==> src/rtl/txpkt_pkg.sv <==
package txpkt_pkg;

    localparam int DATA_W = 32;
    localparam int BE_W   = DATA_W / 8;

    typedef struct packed {
        logic              crc_off;
        logic              last;
        logic [BE_W-1:0]   be;
        logic [DATA_W-1:0] data;
    } entry_t;

    // CRC suppression tag for a closing word
    function automatic logic crc_tag(input logic cfg_off,
                                     input logic seen,
                                     input logic now);
        return cfg_off | seen | now;
    endfunction

endpackage

==> src/rtl/txpkt_store.sv <==
module txpkt_store
    import txpkt_pkg::*;
#(
    parameter int DEPTH = 64,
    parameter int AW    = $clog2(DEPTH)
) (
    input  logic          clk,
    input  logic          we,
    input  logic [AW-1:0] waddr,
    input  entry_t        wentry,
    input  logic [AW-1:0] raddr,
    output entry_t        rentry
);

    entry_t mem [DEPTH];

    always_ff @(posedge clk) begin
        if (we) begin
            mem[waddr] <= wentry;
        end
    end

    assign rentry = mem[raddr];

endmodule

==> src/rtl/txpkt_wr_ctrl.sv <==
module txpkt_wr_ctrl
    import txpkt_pkg::*;
#(
    parameter int DEPTH = 64,
    parameter int PW    = $clog2(DEPTH) + 1
) (
    input  logic              clk,
    input  logic              rst,
    input  logic              cfg_crc_off,
    input  logic              clr_discard,
    input  logic              wr_en,
    input  logic [DATA_W-1:0] wr_data,
    input  logic [BE_W-1:0]   wr_be,
    input  logic              wr_eof,
    input  logic              wr_nocrc,
    input  logic              wr_err,
    input  logic              full,
    output logic              mem_we,
    output logic [PW-2:0]     mem_waddr,
    output entry_t            mem_entry,
    output logic [PW-1:0]     wr_ptr,
    output logic [PW-1:0]     commit_ptr,
    output logic              discard
);

    logic          in_pkt;
    logic          crc_seen;
    logic [PW-1:0] wr_ptr_q;
    logic [PW-1:0] commit_q;
    logic          discard_q;

    logic open_cyc;   // a frame is open or is being opened this cycle
    logic take;       // write would be accepted
    logic fail;       // error or overflow flush
    logic store;
    logic close;

    always_comb begin
        open_cyc = !discard_q && (in_pkt || (wr_en && wr_eof));
        take     = !discard_q && wr_en && (in_pkt || wr_eof);
        fail     = open_cyc && (wr_err || (take && full));
        store    = take && !fail;
        close    = store && in_pkt && wr_eof;
    end

    always_comb begin
        mem_we            = store;
        mem_waddr         = wr_ptr_q[PW-2:0];
        mem_entry.data    = wr_data;
        mem_entry.be      = wr_be;
        mem_entry.last    = close;
        mem_entry.crc_off = close ? crc_tag(cfg_crc_off, crc_seen, wr_nocrc) : 1'b0;
    end

    always_ff @(posedge clk) begin
        if (rst) begin
            in_pkt    <= 1'b0;
            crc_seen  <= 1'b0;
            wr_ptr_q  <= '0;
            commit_q  <= '0;
            discard_q <= 1'b0;
        end else begin
            if (discard_q && clr_discard) begin
                discard_q <= 1'b0;
            end
            if (fail) begin
                wr_ptr_q  <= commit_q;
                in_pkt    <= 1'b0;
                crc_seen  <= 1'b0;
                discard_q <= 1'b1;
            end else if (store) begin
                wr_ptr_q <= wr_ptr_q + 1'b1;
                if (close) begin
                    commit_q <= wr_ptr_q + 1'b1;
                    in_pkt   <= 1'b0;
                    crc_seen <= 1'b0;
                end else begin
                    in_pkt   <= 1'b1;
                    crc_seen <= crc_seen | wr_nocrc;
                end
            end else if (open_cyc && wr_nocrc) begin
                crc_seen <= 1'b1;
            end
        end
    end

    assign wr_ptr     = wr_ptr_q;
    assign commit_ptr = commit_q;
    assign discard    = discard_q;

endmodule

==> src/rtl/txpkt_rd_ctrl.sv <==
module txpkt_rd_ctrl #(
    parameter int DEPTH = 64,
    parameter int PW    = $clog2(DEPTH) + 1
) (
    input  logic          clk,
    input  logic          rst,
    input  logic          rd_en,
    input  logic [PW-1:0] commit_ptr,
    output logic          rd_valid,
    output logic [PW-1:0] rd_ptr,
    output logic [PW-2:0] mem_raddr
);

    logic [PW-1:0] rd_ptr_q;
    logic          avail;

    assign avail = (rd_ptr_q != commit_ptr);

    always_ff @(posedge clk) begin
        if (rst) begin
            rd_ptr_q <= '0;
        end else if (rd_en && avail) begin
            rd_ptr_q <= rd_ptr_q + 1'b1;
        end
    end

    assign rd_valid  = avail;
    assign rd_ptr    = rd_ptr_q;
    assign mem_raddr = rd_ptr_q[PW-2:0];

endmodule

==> src/rtl/txpkt_level.sv <==
module txpkt_level #(
    parameter int DEPTH = 64,
    parameter int PW    = $clog2(DEPTH) + 1,
    parameter int SPACE_MIN = 2
) (
    input  logic [PW-1:0] wr_ptr,
    input  logic [PW-1:0] rd_ptr,
    input  logic [PW-1:0] ready_thresh,
    output logic [PW-1:0] used,
    output logic          full,
    output logic          tx_ready,
    output logic          space_avail
);

    localparam logic [PW-1:0] DEPTH_P = PW'(DEPTH);
    localparam logic [PW-1:0] SPACE_P = PW'(SPACE_MIN);

    logic [PW-1:0] free_words;

    always_comb begin
        used        = wr_ptr - rd_ptr;
        free_words  = DEPTH_P - used;
        full        = (used == DEPTH_P);
        tx_ready    = (free_words > ready_thresh);
        space_avail = (free_words > SPACE_P);
    end

endmodule

==> src/rtl/txpkt_fifo.sv <==
module txpkt_fifo
    import txpkt_pkg::*;
#(
    parameter int DEPTH = 64,
    parameter int PW    = $clog2(DEPTH) + 1
) (
    input  logic              clk,
    input  logic              rst,
    input  logic              cfg_crc_off,
    input  logic [PW-1:0]     ready_thresh,
    input  logic              clr_discard,
    input  logic              wr_en,
    input  logic [DATA_W-1:0] wr_data,
    input  logic [BE_W-1:0]   wr_be,
    input  logic              wr_eof,
    input  logic              wr_nocrc,
    input  logic              wr_err,
    input  logic              rd_en,
    output logic              rd_valid,
    output logic [DATA_W-1:0] rd_data,
    output logic [BE_W-1:0]   rd_be,
    output logic              rd_last,
    output logic              rd_crc_off,
    output logic              tx_ready,
    output logic              space_avail,
    output logic              discard
);

    logic          mem_we;
    logic [PW-2:0] mem_waddr;
    logic [PW-2:0] mem_raddr;
    entry_t        wentry;
    entry_t        rentry;
    logic [PW-1:0] wr_ptr;
    logic [PW-1:0] commit_ptr;
    logic [PW-1:0] rd_ptr;
    logic [PW-1:0] used;
    logic          full;

    txpkt_wr_ctrl #(.DEPTH(DEPTH), .PW(PW)) u_wr (
        .clk         (clk),
        .rst         (rst),
        .cfg_crc_off (cfg_crc_off),
        .clr_discard (clr_discard),
        .wr_en       (wr_en),
        .wr_data     (wr_data),
        .wr_be       (wr_be),
        .wr_eof      (wr_eof),
        .wr_nocrc    (wr_nocrc),
        .wr_err      (wr_err),
        .full        (full),
        .mem_we      (mem_we),
        .mem_waddr   (mem_waddr),
        .mem_entry   (wentry),
        .wr_ptr      (wr_ptr),
        .commit_ptr  (commit_ptr),
        .discard     (discard)
    );

    txpkt_store #(.DEPTH(DEPTH), .AW(PW-1)) u_store (
        .clk    (clk),
        .we     (mem_we),
        .waddr  (mem_waddr),
        .wentry (wentry),
        .raddr  (mem_raddr),
        .rentry (rentry)
    );

    txpkt_rd_ctrl #(.DEPTH(DEPTH), .PW(PW)) u_rd (
        .clk        (clk),
        .rst        (rst),
        .rd_en      (rd_en),
        .commit_ptr (commit_ptr),
        .rd_valid   (rd_valid),
        .rd_ptr     (rd_ptr),
        .mem_raddr  (mem_raddr)
    );

    txpkt_level #(.DEPTH(DEPTH), .PW(PW), .SPACE_MIN(2)) u_level (
        .wr_ptr       (wr_ptr),
        .rd_ptr       (rd_ptr),
        .ready_thresh (ready_thresh),
        .used         (used),
        .full         (full),
        .tx_ready     (tx_ready),
        .space_avail  (space_avail)
    );

    assign rd_data    = rentry.data;
    assign rd_be      = rentry.be;
    assign rd_last    = rentry.last;
    assign rd_crc_off = rentry.crc_off;

endmodule

==> config.mk <==
export PLATFORM = sky130hd
export DESIGN_NAME = txpkt_fifo
export DESIGN_NICKNAME = d
export VERILOG_FILES = /design/src/rtl/txpkt_pkg.sv /design/src/rtl/txpkt_store.sv /design/src/rtl/txpkt_wr_ctrl.sv /design/src/rtl/txpkt_rd_ctrl.sv /design/src/rtl/txpkt_level.sv /design/src/rtl/txpkt_fifo.sv
export SDC_FILE = /design/constraint.sdc
export NUM_CORES = 2
export LEC_CHECK = 0
export BUFFER_PORTS_ARGS = -buffer_cell sky130_fd_sc_hd__buf_4
export CORE_AREA = 2 2 410 412
export DETAILED_ROUTE_END_ITERATION = 6
export DIE_AREA = 0 0 412 414
export PLACE_DENSITY = 0.74
export SLEW_MARGIN = 25
export SYNTH_ARGS = -nofsm -noshare
export SYNTH_HDL_FRONTEND = slang
export SYNTH_SLANG_ARGS = --single-unit
==> constraint.sdc <==
create_clock -name clk -period 5.95 [get_ports clk]
set_clock_uncertainty 0.1 [all_clocks]
set_input_delay 1.19 -clock clk [delete_from_list [all_inputs] [get_ports clk]]
set_output_delay 1.19 -clock clk [all_outputs]
set_load 0.03 [all_outputs]
==> run_results.csv <==
group,metric,value,unit
worst_setup_path,cp.required,4.66,ns
timing,fin_tns_setup,0,ns
worst_setup_path,startpoint_type,"register",
worst_setup_path,arrival,4.27,ns
die,die_height,414,um
worst_setup_path,rrSetupSlack,1.07,ns
timing,timing.final.hold_violations,0,
route,wl_per_cell,37.1,um
global_route,overflow,0,
clock_tree,cts_resized,0,
finish,design_area,107000,um2
timing,setup_violations,0,
synthesis,yosysWarnings,0,
synthesis,yosysSeqAreaShare,78.0,%
die,start_util,56.7,%
global_route,use_met3,6.83,%
die,num_rows,150,
worst_setup_path,critical_path.endpoint_type,"output pin",
die,dieArea,171000,um2
finish,ff_latch_area,73600,um2
synthesis,synthArstFlopShare,0,%
synthesis,synth.distinct_cells,53,
timing,rsz0062_at_grt,"no",
power,power_density,326,nW/um2
place,gp_congestion,0.801,
worst_setup_path,criticalPathCategory,"register to output pin",
synthesis,synth_nets,3951,
route,drtAntennaViolNets,0,
clock_tree,post_cts_buffers,0,
place,place_ws,1.02,ns
place,hpwl,127000,um
finish,drive_gt1_share,32.9,%
finish,multi_input_area,20200,um2
global_route,grt_antenna_before_repair,17,
finish,final_common_cell,"edfxtp_1",
clock_tree,numCtsBuffers,229,
finish,final_cell_mix,"edfxtp_1, mux4_2, clkbuf_16",
route,avgViaCountPerCell,6.96,
timing,fmax,0.180,GHz
global_route,grt-busiest-layer,"met2",
power,vdd_drop_max,0.000343,V
synthesis,synth-edff-count,2432,
finish,final_nets,4249,
finish,fillCellCount,10516,
route,drc,0,
route,drt_wl_total,245000,um
worst_setup_path,path_max_fanout,11,
clock_tree,clkLatencyLatePin,0.84,ns
timing,min_period_over_period,93.4,%
synthesis,synth.avg_cell_area,24.3,um2
synthesis,synth_cells,3881,
place,placed_area,99400,um2
global_route,grt_pass1_vias,46186,
die,core-area,166000,um2
timing,layout_setup_ws,0.392,ns
clock_tree,clk_pin_slew_worst_paths,0.06,ns
route,vias,45862,
clock_tree,cts_tree,"built",
route,drt_iter0_drc,6944,
global_route,met1_usage,41.1,%
timing,tightest_slew,1.09,ns
timing,hold_slack,0.386,ns
finish,layoutNonFillerInstCount,6588,
finish,utilization,64.3,%
timing,period_minus_slack,5.56,ns
synthesis,synthFlopType,"edfxtp_1",
die,boundaryPins,94,
clock_tree,cts_num_sinks,2462,
global_route,grt_pass1_wl,345000,um
route,drt_first_pass_iters,6,
clock_tree,h-tree-depth,4,
global_route,track_usage,29.1,%
synthesis,syn_area,94400,um2
global_route,use_met2,45.5,%
run_status,status,"finished clean",
power,p_total,34.9,mW
timing,slew_headroom,27.3,%
clock_tree,hold_buffers,0,
global_route,grt_max_degree,95,
power,p_leak,32.1,nW
timing,slew_violations,0,
clock_tree,cts_root_buf,"clkbuf_16",
clock_tree,clk_path_buf_depth,3,
run,drv_cap,0,
hold_path,hold_class,"register to register",
synthesis,ys_seq_elements,2462,
place,port_buffers,93,
finish,area_delta_synth_final,13.3,%
die,die_w,412,um
place,placedCellCount,6152,
-- synthesized netlist by cell type (2+ instances only) --
library cell	n	share of area (%)
nand3b_1	4	0.032
a22oi_1	56	0.45
xnor2_1	21	0.19
a21oi_1	24	0.13
nand4_1	8	0.053
buf_6	3	0.036
or2_2	6	0.040
nand2_1	44	0.18
buf_2	65	0.34
and2_1	3	0.020
ha_1	17	0.23
o21ai_0	12	0.064
nor4_1	4	0.027
clkbuf_1	98	0.39
nor3_1	19	0.10
edfxtp_1	2432	77
o21a_1	3	0.024
mux2i_1	19	0.20
nand2b_1	7	0.046
xor2_1	9	0.084
o22ai_1	7	0.046
nor2_1	89	0.35
mux2_2	13	0.16
nand3_1	11	0.058
o2111a_1	2	0.024
a211oi_1	19	0.15
mux4_2	750	18
buf_4	12	0.095
dfxtp_1	30	0.64
nor2b_1	22	0.15
buf_1	25	0.099
or3_1	5	0.033
inv_1	22	0.088
-- where the power goes --
part           leakage, nW  internal, mW  total [mW]  switching [mW]
Sequential            22.1          19.1        19.1          0.0226
Combinational         6.33         0.552        1.28           0.733
Clock                 3.64          8.22        14.5            6.31
-- registers in the layout, indices dropped and copies added (netlist names), named ones only --
name,flops
u_rd.rd_ptr,7
u_store.mem,2432
u_wr.commit_ptr,7
u_wr.crc_seen,1
u_wr.discard,1
u_wr.in_pkt,1
u_wr.wr_ptr,7
-- layout make-up --
type                       instances  share of cell area, %
antenna                           11                 0.0257
clock buffer                     277                   5.66
clock inverter                   148                   1.33
inverter                          22                 0.0772
multi-input combinational       1194                   18.9
sequential                      2462                   68.9
tap                             2204                   2.58
timing repair buffer             270                   2.50
-- path summary, 6_finish.rpt --
| kind | end | startpoint | depth (start not counted) |
|---|---|---|---|
| hold / removal | u_wr.wr_ptr[4] | u_wr.commit_ptr[4] | 2 |
| setup / recovery | tx_ready | u_wr.wr_ptr[0] | 14 |
| setup reg to reg | u_store.mem[23][8] | u_wr.wr_ptr[0] | 11 |
| hold reg to reg | u_wr.wr_ptr[4] | u_wr.commit_ptr[4] | 2 |
-- worst max-delay path, cell delays in order (launching register included) --
cell and delay [ns]:
dfxtp_2 0.38, inv_1 0.20, ha_1 0.20, inv_1 0.05, fa_1 0.39, a211oi_1 0.42
nor2_1 0.09, a31o_2 0.27, or2_2 0.31, xor2_1 0.26, ha_1 0.30, nand4_1 0.11
o21ai_0 0.10, o22a_1 0.20, buf_4 0.17
-- per-layer routing --
metal  part of all wire, %  wire [um]
met5                 0.012         30
met4                   3.5       8490
met3                    11      27400
met2                    49     119000
met1                    37      89900
-- logic make-up (layout without fill, tap and decap cells) --
family / Yosys count / count (layout) / synth area share (%)
buf+inv: 225 / 717 / 1.05
mux: 782 / 782 / 18.3
flops: 2462 / 2462 / 78.0
simple gates: 227 / 227 / 1.13
compound gates: 137 / 137 / 1.01
other cells: 0 / 11 / 0
xor+xnor: 30 / 30 / 0.278
fa+ha+maj: 18 / 18 / 0.247
No activity file was read; power rests on OpenSTA's default activity.
